<file path="src/rtl/qc_regif_pkg.sv">
package qc_regif_pkg;
    localparam int BYTE_W     = 8;
    localparam int WORD_BYTES = 3;
    localparam int WORD_W     = BYTE_W * WORD_BYTES;
    localparam int PTR_W      = $clog2(WORD_BYTES);
    localparam int NUM_FLAGS  = 5;
    localparam int FLAG_ERR   = 4;
    localparam int FIELD_W    = 5;
    localparam int CTRL_W     = 7;

    typedef enum logic [1:0] {
        FAM_RESET_LOAD = 2'b00,
        FAM_MODE       = 2'b01,
        FAM_IOCTL      = 2'b10,
        FAM_INDEX      = 2'b11
    } fam_t;

    typedef enum logic [PTR_W-1:0] {
        PTR_LO  = 2'd0,
        PTR_MID = 2'd1,
        PTR_HI  = 2'd2
    } ptr_state_t;

    typedef struct packed {
        logic               rewind;
        logic               snap;
        logic               load;
        logic               clr_status;
        logic               clr_error;
        logic               wr_mode;
        logic               wr_ioctl;
        logic               wr_index;
        logic [FIELD_W-1:0] field;
    } ctrl_cmd_t;
endpackage

</file>
<file path="src/rtl/qc_ctrl_decode.sv">
module qc_ctrl_decode
    import qc_regif_pkg::*;
(
    input  logic              strobe,
    input  logic [CTRL_W-1:0] ctrl_byte,
    output ctrl_cmd_t         cmd
);
    fam_t fam;
    assign fam = fam_t'(ctrl_byte[6:5]);

    always_comb begin
        cmd       = '0;
        cmd.field = ctrl_byte[FIELD_W-1:0];
        if (strobe) begin
            unique case (fam)
                FAM_RESET_LOAD: begin
                    cmd.rewind     = ctrl_byte[0];
                    cmd.clr_status = (ctrl_byte[2:1] == 2'b01) || (ctrl_byte[2:1] == 2'b10);
                    cmd.clr_error  = (ctrl_byte[2:1] == 2'b11);
                    cmd.load       = ctrl_byte[3];
                    cmd.snap       = ctrl_byte[4];
                end
                FAM_MODE:  cmd.wr_mode  = 1'b1;
                FAM_IOCTL: cmd.wr_ioctl = 1'b1;
                FAM_INDEX: cmd.wr_index = 1'b1;
            endcase
        end
    end
endmodule

</file>
<file path="src/rtl/qc_byte_ptr.sv">
module qc_byte_ptr
    import qc_regif_pkg::*;
(
    input  logic             clk,
    input  logic             rst_n,
    input  logic             step,
    input  logic             rewind,
    output logic [PTR_W-1:0] idx
);
    ptr_state_t state_q, state_d;

    always_ff @(posedge clk or negedge rst_n) begin
        if (!rst_n) state_q <= PTR_LO;
        else        state_q <= state_d;
    end

    always_comb begin
        state_d = state_q;
        if (rewind) begin
            state_d = PTR_LO;
        end else if (step) begin
            unique case (state_q)
                PTR_LO:  state_d = PTR_MID;
                PTR_MID: state_d = PTR_HI;
                PTR_HI:  state_d = PTR_LO;
                default: state_d = PTR_LO;
            endcase
        end
    end

    always_comb begin
        unique case (state_q)
            PTR_LO:  idx = 2'd0;
            PTR_MID: idx = 2'd1;
            PTR_HI:  idx = 2'd2;
            default: idx = 2'd0;
        endcase
    end
endmodule

</file>
<file path="src/rtl/qc_flag_bank.sv">
module qc_flag_bank
    import qc_regif_pkg::*;
#(
    parameter int N = NUM_FLAGS
) (
    input  logic         clk,
    input  logic         rst_n,
    input  logic [N-1:0] set_evt,
    input  logic         clr_status,
    input  logic         clr_error,
    output logic [N-1:0] flags
);
    for (genvar i = 0; i < N; i++) begin : g_flag
        logic clr_i;
        logic q;
        if (i == FLAG_ERR) begin : g_err
            assign clr_i = clr_error;
        end else begin : g_stat
            assign clr_i = clr_status;
        end
        always_ff @(posedge clk or negedge rst_n) begin
            if (!rst_n)          q <= 1'b0;
            else if (set_evt[i]) q <= 1'b1;
            else if (clr_i)      q <= 1'b0;
        end
        assign flags[i] = q;
    end
endmodule

</file>
<file path="src/rtl/qc_counter_regif.sv">
module qc_counter_regif
    import qc_regif_pkg::*;
(
    input  logic              clk,
    input  logic              rst_n,
    input  logic              host_sel_ctrl,
    input  logic              host_wr,
    input  logic              host_rd,
    input  logic [BYTE_W-1:0] host_wdata,
    output logic [BYTE_W-1:0] host_rdata,
    input  logic [WORD_W-1:0] core_count,
    input  logic              core_dir_up,
    input  logic              core_index_lvl,
    input  logic              core_borrow_evt,
    input  logic              core_carry_evt,
    input  logic              core_compare_evt,
    input  logic              core_sign_evt,
    input  logic              core_error_evt,
    output logic              core_load,
    output logic [WORD_W-1:0] core_load_value,
    output logic              core_snap,
    output logic              cfg_bcd_en,
    output logic [1:0]        cfg_count_mode,
    output logic [1:0]        cfg_quad_mode,
    output logic              cfg_ab_en,
    output logic              cfg_idx_preset_off,
    output logic [1:0]        cfg_aux_sel,
    output logic              cfg_idx_en,
    output logic              cfg_idx_pos
);
    logic data_wr, data_rd, ctrl_wr;
    assign data_wr = host_wr && !host_sel_ctrl;
    assign data_rd = host_rd && !host_wr && !host_sel_ctrl;
    assign ctrl_wr = host_wr && host_sel_ctrl;

    ctrl_cmd_t cmd;
    qc_ctrl_decode u_dec (
        .strobe    (ctrl_wr),
        .ctrl_byte (host_wdata[CTRL_W-1:0]),
        .cmd       (cmd)
    );

    logic [PTR_W-1:0] ptr_idx;
    qc_byte_ptr u_ptr (
        .clk    (clk),
        .rst_n  (rst_n),
        .step   (data_wr | data_rd),
        .rewind (cmd.rewind),
        .idx    (ptr_idx)
    );

    logic [NUM_FLAGS-1:0] flags;
    qc_flag_bank #(.N(NUM_FLAGS)) u_flags (
        .clk        (clk),
        .rst_n      (rst_n),
        .set_evt    ({core_error_evt, core_sign_evt, core_compare_evt,
                      core_carry_evt, core_borrow_evt}),
        .clr_status (cmd.clr_status),
        .clr_error  (cmd.clr_error),
        .flags      (flags)
    );

    // Preset word: one byte lane per pointer position
    logic [WORD_BYTES-1:0][BYTE_W-1:0] preset_q;
    for (genvar b = 0; b < WORD_BYTES; b++) begin : g_preset
        always_ff @(posedge clk or negedge rst_n) begin
            if (!rst_n)
                preset_q[b] <= '0;
            else if (data_wr && (ptr_idx == PTR_W'(b)))
                preset_q[b] <= host_wdata;
        end
    end

    // Output latch, captured whole on a snapshot command
    logic [WORD_BYTES-1:0][BYTE_W-1:0] latch_q;
    always_ff @(posedge clk or negedge rst_n) begin
        if (!rst_n)        latch_q <= '0;
        else if (cmd.snap) latch_q <= core_count;
    end

    // Strobes to the counting engine
    logic load_q, snap_q;
    always_ff @(posedge clk or negedge rst_n) begin
        if (!rst_n) begin
            load_q <= 1'b0;
            snap_q <= 1'b0;
        end else begin
            load_q <= cmd.load;
            snap_q <= cmd.snap;
        end
    end

    // Configuration registers
    logic       bcd_q, ab_q, poff_q, idx_en_q, idx_pos_q;
    logic [1:0] cmode_q, qmode_q, aux_q;
    always_ff @(posedge clk or negedge rst_n) begin
        if (!rst_n) begin
            bcd_q     <= 1'b0;
            cmode_q   <= 2'b00;
            qmode_q   <= 2'b00;
            ab_q      <= 1'b0;
            poff_q    <= 1'b0;
            aux_q     <= 2'b00;
            idx_en_q  <= 1'b0;
            idx_pos_q <= 1'b0;
        end else begin
            if (cmd.wr_mode) begin
                bcd_q   <= cmd.field[0];
                cmode_q <= cmd.field[2:1];
                qmode_q <= cmd.field[4:3];
            end
            if (cmd.wr_ioctl) begin
                ab_q   <= cmd.field[0];
                poff_q <= cmd.field[1];
                aux_q  <= cmd.field[4:3];
            end
            if (cmd.wr_index) begin
                idx_en_q  <= cmd.field[0];
                idx_pos_q <= cmd.field[1];
            end
        end
    end

    // Read mux
    logic [BYTE_W-1:0] status_byte;
    assign status_byte = {1'b0, core_index_lvl, core_dir_up, flags};

    always_comb begin
        if (host_sel_ctrl) begin
            host_rdata = status_byte;
        end else begin
            unique case (ptr_idx)
                2'd1:    host_rdata = latch_q[1];
                2'd2:    host_rdata = latch_q[2];
                default: host_rdata = latch_q[0];
            endcase
        end
    end

    assign core_load          = load_q;
    assign core_load_value    = preset_q;
    assign core_snap          = snap_q;
    assign cfg_bcd_en         = bcd_q;
    assign cfg_count_mode     = cmode_q;
    assign cfg_quad_mode      = qmode_q;
    assign cfg_ab_en          = ab_q;
    assign cfg_idx_preset_off = poff_q;
    assign cfg_aux_sel        = aux_q;
    assign cfg_idx_en         = idx_en_q;
    assign cfg_idx_pos        = idx_pos_q;
endmodule

</file>
<file path="config.mk">
export PLATFORM = sky130hd
export DESIGN_NAME = qc_counter_regif
export DESIGN_NICKNAME = d
export VERILOG_FILES = /design/src/rtl/qc_regif_pkg.sv /design/src/rtl/qc_ctrl_decode.sv /design/src/rtl/qc_byte_ptr.sv /design/src/rtl/qc_flag_bank.sv /design/src/rtl/qc_counter_regif.sv
export SDC_FILE = /design/constraint.sdc
export NUM_CORES = 1
export LEC_CHECK = 0
export BUFFER_PORTS_ARGS = -buffer_cell sky130_fd_sc_hd__buf_2
export CAP_MARGIN = 20
export CORE_AREA = 10 10 97 99
export DETAILED_ROUTE_END_ITERATION = 7
export DIE_AREA = 0 0 107 109
export MAX_ROUTING_LAYER = met4
export PLACE_DENSITY_LB_ADDON = 0.25
export RECOVER_POWER = 25
export SLEW_MARGIN = 40
export SYNTH_ARGS = -nofsm -noshare
export SYNTH_HDL_FRONTEND = slang
export SYNTH_SLANG_ARGS = --single-unit
</file>
<file path="constraint.sdc">
create_clock -name clk -period 2.8 [get_ports clk]
set_input_delay 0.7 -clock clk [delete_from_list [all_inputs] [get_ports clk]]
set_output_delay 0.7 -clock clk [all_outputs]
set_load 0.01 [all_outputs]
</file>
==> key figures, run 1 <==
Place
  • Dpl cells: 381
  • Port bufs: 88
  • Detailed Place HPWL: 5070 um
  • Routability cong.: 0.739
  • Area after DPL: 3460 um2

Route
  • Detail Route Antenna Nets: 0
  • Drt pass-1 iters: 4
  • Routed WL: 6940 um
  • WL/cell: 17.5 um
  • DRC violations left: 0
  • Initial DRC count: 36
  • Vias: 1,914
  • Vias per cell: 4.83

Yosys
  • Syn Std Cell Area: 2930 um2
  • YS warnings: 0
  • Net count after synthesis: 246
  • Cells after Synth: 197
  • Seq/Total Area, Yosys: 58.1%
  • Netlist cell types: 23
  • Yosys reg bits: 68
  • Synth Area per Inst: 14.9 um2

Global route
  • Total grt overflow: 0
  • Initial antenna violation count: 0
  • Largest net degree at the start of global routing: 38
  • GRT Resource Usage Total: 12.5%
  • First-pass GRT wire length: 11,000 um
  • Vias in the first global route: 2,054

Clocking
  • Sinks on Clock Net: 68
  • Clock latency on the worst-skew pair: 0.34 ns
  • CTS tree: done
  • CTS H-tree depth: 3
  • Clock Tree Buf Depth: 2
  • CTS clk-pin slew, worst paths: 0.07 ns
  • Clk Tree Root Cell: clkbuf_8
  • TritonCTS buffer count: 9
  • Post-CTS setup buffers: 0

Cells and area
  • Design area: 3650 um2
  • Non-Filler Instances: 396
  • Final core occ: 48.5%
  • Commonest non-fill, non-tap cells in the layout: buf_2, dfrtp_1, mux2_2, mux2_4, a21o_1
  • Share of cells above drive strength 1: 56.8%
  • Number of diodes: 0
  • Nets: 339
  • Layout area overhead: 24.8%
  • Most common cell after layout, fill and taps aside: buf_2

STA
  • Least-Margin Pin Slew: 1.59 ns
  • Min Tclk post-route: 2.65 ns
  • Final clock skew: 0.00548 ns
  • Max transition margin: -5.95%
  • Finish-stage setup viols: 0
  • Hold Fails Final Rpt: 0
  • Total negative slack: 0 ns
  • Fin. max-slew vios: 30
  • Top achievable clock speed: 378 MHz
  • Final worst path period share: 94.5%

Critical path
  • Crit-path max cell delay: 0.42 ns
  • Worst Path Class, Setup: flip-flop to primary output
  • Crit path buffers/inverters: 2
  • Crit path max fanout: 9
  • Worst setup SP type: flip-flop
  • CP Capture Type: primary output
  • CP cell instances: inv_1, ha_1, a22oi_1, a211oi_1, a21o_1, buf_2
  • Worst path slowest cell: dfrtp_1
  • Worst Path Arrival: 1.95 ns
  • Flop2flop setup slack: 0.94 ns
  • Worst r2r dst: core_load_value[22]
  • CP delay by family, top: compound AO/OA/AOI/OAI gates
  • Worst R2R Path Depth: 4
  • Critical Path RT: 2.10 ns
  • Worst flop-to-flop path startpoint: u_ptr.state_q[0]

Floorplan
  • # IOs: 89
  • Initial Util: 38.9%
  • Rows: 32
  • Die ar.: 11,700 um2
  • Die Y-Extent: 109 um
  • Chip width: 107 um
  • Core footprint: 7530 um2

Run status
  • Status: finished with violations
  • Failing checks: capacitance limit, slew limit

Power
  • Pwr Density: 941 nW/um2
  • Leakage: 1.82 nW
  • Max IR drop VDD: 0.456 mV

Hold path
  • HP Class: input port to async pin

Job
  • Max Cap Viol: 1
==> sequential cells by signal, indices dropped and copies added, names as in the netlist <==
signal	count
u_flags.g_flag.q	5
cfg_count_mode	2
core_snap	1
latch_q	24
cfg_bcd_en	1
u_ptr.state_q	2
cfg_idx_pos	1
cfg_idx_en	1
core_load_value	24
cfg_ab_en	1
core_load	1
cfg_idx_preset_off	1
cfg_quad_mode	2
cfg_aux_sel	2
==> cells in the mapped netlist <==
master	instances	share of area (%)
buf_2	3	0.51
and2_1	1	0.21
ha_1	5	2.1
mux2_4	19	9.7
buf_6	2	0.77
nand2_4	1	0.38
nand2_1	4	0.51
a21oi_1	2	0.34
nor2_1	8	1.0
and4bb_4	1	0.56
inv_1	3	0.38
mux2_2	40	15
a21o_1	12	3.1
nor2b_1	2	0.43
nand4_1	1	0.21
a22oi_1	8	2.1
clkbuf_1	3	0.38
buf_1	1	0.13
a211oi_1	8	2.1
o21bai_1	1	0.26
nand4b_1	2	0.60
dfrtp_1	68	58
mux2i_1	2	0.68
==> final cells by class <==
cell class / count / area (um2)
fillers: 735 / 3870
inverters: 3 / 11.3
well taps: 102 / 128
clock buffers: 10 / 138
flip-flops and latches: 68 / 1700
repair buffers: 91 / 455
clock inverters: 5 / 52.6
multi-input cells: 117 / 1170
==> how the worst max path moves through the flow <==
stage / cells past startpoint / slack (ns) / to / start
after floorplan: 6 / 0.57 / host_rdata[7] / u_ptr.state_q[0]
after global placement: 6 / 0.47 / host_rdata[4] / u_ptr.state_q[1]
after detailed placement: 6 / 0.39 / host_rdata[0] / u_ptr.state_q[0]
after CTS: 6 / 0.009 / host_rdata[0] / u_ptr.state_q[0]
after global routing: 6 / -0.006 / host_rdata[0] / u_ptr.state_q[0]
final: 6 / 0.15 / host_rdata[0] / u_ptr.state_q[0]
==> routing by layer <==
metal  track usage, %  routed length [um]
met1             16.0                3240
met2             18.1                3130
met3             4.72                 489
met4             3.77                  78
met5                -                   0
==> stage by stage <==
step / power [mW] / worst slack (ns) / hold WS [ns]
after floorplan: 2.20 / 0.566 / 0.404
after global placement: 2.66 / 0.469 / 0.463
after detailed placement: 2.70 / 0.393 / 0.471
after CTS: 3.49 / 0.00885 / 0.133
after global routing: 3.69 / -0.00638 / 0.167
final: 3.44 / 0.153 / 0.161
==> cell families after synthesis <==
group	count (synthesis)	share of synthesized area [%]
adders and majority gates	5	2.14
muxes	61	25.8
buffers and inverters	12	2.18
AOI/OAI and AO/OA	31	7.78
DFF	68	58.1
and+or+nand+nor	20	3.93
==> power breakdown <==
group / internal [mW] / switching [mW] / total (mW)
clock network: 0.426 / 0.362 / 0.787
registers: 1.29 / 0.155 / 1.44
logic: 0.618 / 0.588 / 1.21
total: 2.33 / 1.11 / 3.44
==> timing repair <==
item | 4_1_cts | 5_1_grt
endpoints found under the setup margin | 0 | 8
endpoints found under the hold margin | 0 | 0
hold buffers | 0 | 0
resized for setup | 0 | 2
==> worst reg2reg max path: stages, from the launching register on <==
cell and delay (ns):
dfrtp_1 0.42, inv_1 0.10, ha_1 0.42, nand2_1 0.41, mux2_2 0.39
Power figures use the tool's default switching activity.
==> run 2, diff against run 1 <==
--- a/config.mk
+++ b/config.mk
@@ -5,6 +5,7 @@
 export SDC_FILE = /design/constraint.sdc
 export NUM_CORES = 1
 export LEC_CHECK = 0
+export ABC_AREA = 1
 export BUFFER_PORTS_ARGS = -buffer_cell sky130_fd_sc_hd__buf_2
 export CAP_MARGIN = 20
 export CORE_AREA = 10 10 97 99
==> run 2 against run 1 <==
The flow now finishes without violations. Non-clock buffer count is 1 higher. Worst hold slack gained 0.31 ns. Sequential power fell by 4%.
==> key figures, run 2 <==
Run status
  • Status: finished clean

Yosys
  • Cells after Synth: 346 (+76%)
  • Xor and xnor area share after synthesis: 0% (unchanged)
  • Post-synth top cells: nand2_1, dfrtp_1, nand3_1, o21ai_0, nor2_1
  • Net count after synthesis: 395 (+61%)
  • Simple-Gate Fraction of Synth Area: 28.2% (+24 points)
  • Post-synthesis compound-gate area fraction: 6.13% (-1.6 points)
  • Asr flop ratio synth: 100% (unchanged)
  • Synth Area per Inst: 8.49 um2 (-43%)
  • Post-synthesis mux area share: 0% (-26 points)
  • Netlist cell types: 18 (-22%)
  • Syn Std Cell Area: 2940 um2 (+0.38%)
  • Adder-cell share of the synthesized area: 2.13% (-0.0082 points)
  • Yosys reg bits: 68 (unchanged)
  • Most instantiated library cell after synthesis: nand2_1
  • Seq/Total Area, Yosys: 57.9% (-0.22 points)
  • Post-synth EDFFs: 0 (unchanged)
  • Cell accounting for the most synthesized area: dfrtp_1
  • Ys flop type: dfrtp_1
  • Largest family of logic cells by synthesized area: simple AND/OR/NAND/NOR gates
  • Post-synth top area share: 57.9% (-0.22 points)
  • Largest cells by area after synthesis: dfrtp_1, nand2_1, nand3_1
  • YS warnings: 0 (unchanged)

Clocking
  • CTS H-tree depth: 3 (unchanged)
  • Clk Tree Root Cell: clkbuf_8
  • Sinks on Clock Net: 68 (unchanged)
  • TritonCTS buffer count: 9 (unchanged)
  • Clock latency on the worst-skew pair: 0.34 ns (about the same)
  • Clock Tree Buf Depth: 2 (unchanged)
  • CTS tree: done
  • CTS clk-pin slew, worst paths: 0.07 ns (about the same)

Route
  • Routed WL: 8130 um (+17%)
  • Vias per cell: 4.74 (-2.0%)
  • Initial DRC count: 112 (+210%)
  • Vias: 2,559 (+34%)
  • DRC violations left: 0 (unchanged)
  • Detail Route Antenna Nets: 0 (unchanged)
  • WL/cell: 15.1 um (-14%)
  • Drt pass-1 iters: 4 (unchanged)

Hold path
  • HP Class: flip-flop to flip-flop

STA
  • Top achievable clock speed: 404 MHz (+6.8%)
  • Final worst setup slack: 0.323 ns (+0.170 ns)
  • Final worst path period share: 88.5% (-6.1 points)
  • Total negative slack: 0 ns (unchanged)
  • Hold Fails Final Rpt: 0 (unchanged)
  • Finish-stage setup viols: 0 (unchanged)
  • Fin. max-slew vios: 0 (-100%)
  • Least-Margin Pin Slew: 1.06 ns (-0.533 ns)
  • RSZ-0062 raised after global routing: no
  • Max transition margin: 29.6% (+36 points)
  • Final clock skew: 0.00522 ns (-0.000268 ns)
  • Min Tclk post-route: 2.48 ns (-0.170 ns)

Critical path
  • Worst Path Arrival: 1.78 ns (-0.17 ns)
  • Crit path max fanout: 17 (+8)
  • CP Capture Type: primary output
  • Critical Path RT: 2.10 ns (about the same)
  • Worst setup SP type: flip-flop
  • Worst Path Class, Setup: flip-flop to primary output

Cells and area
  • Most common cell after layout, fill and taps aside: nand2_1
  • Sequential cell area: 1700 um2 (unchanged)
  • Share of cells above drive strength 1: 25.8% (-31 points)
  • Commonest non-fill, non-tap cells in the layout: nand2_1, buf_2, dfrtp_1, nand3_1, o21ai_0
  • Number of diodes: 0 (unchanged)
  • Filler cells: 803 (+9.3%)
  • Multi-input logic area: 1070 um2 (-7.8%)
  • Layout area overhead: 24.0%
  • Final core occ: 48.4% (-0.13 points)
  • Nets: 482 (+42%)

Global route
  • GRT Resource Usage Total: 14.5% (+1.9 points)
  • Vias in the first global route: 2,509 (+22%)
  • Initial antenna violation count: 0 (unchanged)
  • Largest net degree at the start of global routing: 27 (-29%)
  • First-pass GRT wire length: 12,800 um (+16%)
  • Total grt overflow: 0 (unchanged)

Floorplan
  • Rows: 32 (unchanged)
  • Core footprint: 7530 um2 (unchanged)
  • Initial Util: 39.0% (+0.15 points)
  • Die ar.: 11,700 um2 (unchanged)
  • Die Y-Extent: 109 um (unchanged)
  • # IOs: 89 (unchanged)
  • Chip width: 107 um (unchanged)

Place
  • Routability cong.: 0.765 (+3.6%)
  • DP Worst Slack: 0.550 ns (+0.158 ns)
  • Port bufs: 88 (unchanged)
  • Detailed Place HPWL: 6020 um (+19%)

Power
  • Max IR drop VDD: 0.284 mV (-38%)
  • Pwr Density: 828 nW/um2 (-12%)
  • Leakage: 2.02 nW (+11%)

Job
  • Max Cap Viol: 0 (-1)
[run 2: cell count changes in the layout (fill, tap and decap cells not counted), sizes merged, moves of 8 or more]
cell / delta
nand3: +41
nor2: +14
o21ai: +36
a21o: -12
a22oi: -8
nand2: +132
mux2: -59
inv: +16
a211oi: -8
[run 2: final timing paths]
kind | startpoint | endpoint | slack [ns] | cells after the start
setup / recovery | u_ptr.state_q[0] | host_rdata[4] | 0.32 | 7
hold / removal | u_flags.g_flag[0].q | u_flags.g_flag[0].q | 0.47 | 2
setup reg to reg | u_ptr.state_q[0] | core_load_value[7] | 0.92 | 4
hold reg to reg | u_flags.g_flag[0].q | u_flags.g_flag[0].q | 0.47 | 2
max in group asynchronous | rst_n | latch_q[23] | 1.07 | 2
min in group asynchronous | rst_n | cfg_bcd_en | 0.52 | 1
[run 2: cells by family (layout without fill, tap and decap cells)]
family                   Yosys count  after routing
AND/OR/NAND/NOR                  202            202
flip-flops                        68             68
AO/OA/AOI/OAI                     36             36
buffers and inverters             35            127
adder cells (fa/ha/maj)            5              5
[run 2: layout make-up]
class | count | share of cell area (%)
flip-flops and latches | 68 | 46.7
multi-input cells | 243 | 29.5
repair buffers | 92 | 12.7
clock buffers | 12 | 4.26
well taps | 102 | 3.50
inverters | 19 | 1.96
clock inverters | 4 | 1.31
[run 2: critical path, cell delays in order, from the launching register on]
cell	delay (ns)
dfrtp_1	0.37
inv_1	0.10
ha_2	0.53
nor2_1	0.09
nor2_1	0.09
nand2_1	0.06
nand2_1	0.06
buf_2	0.13
[run 2: through the flow]
stage / hold WS [ns] / total power [mW] / cells / area, um2
after floorplan: 0.404 / 1.85 / 346 / 2940
after global placement: 0.457 / 2.20 / 524 / 3440
after detailed placement: 0.460 / 2.24 / 524 / 3440
after CTS: 0.292 / 3.06 / 540 / 3650
after global routing: 0.502 / 3.23 / 540 / 3640
final: 0.473 / 3.02 / 540 / 3640
[run 2: routing by layer]
layer | track usage, % | wire (um) | part of all wire (%) | vias up
met3 | 3.24 | 400 | 4.9 | 9
li1 | - | - | - | 1264
met2 | 21.3 | 3830 | 47 | 66
met4 | 5.80 | 122 | 1.5 | 0
met1 | 18.9 | 3780 | 46 | 1220
met5 | - | 0 | 0 | -
[run 2: power by group]
| part | switching [mW] | internal, mW | leakage (nW) |
|---|---|---|---|
| Clock | 0.361 | 0.457 | 0.102 |
| Sequential | 0.140 | 1.24 | 0.840 |
| Combinational | 0.488 | 0.331 | 1.08 |
| Total | 0.988 | 2.03 | 2.02 |
[run 2: repair_timing]
item                                    4_1_cts  5_1_grt
buffers inserted                              0        0
endpoints found under the setup margin        0        2
hold endpoints to repair                      0        0
hold buffers                                  0        0
gates resized for setup                       0        1
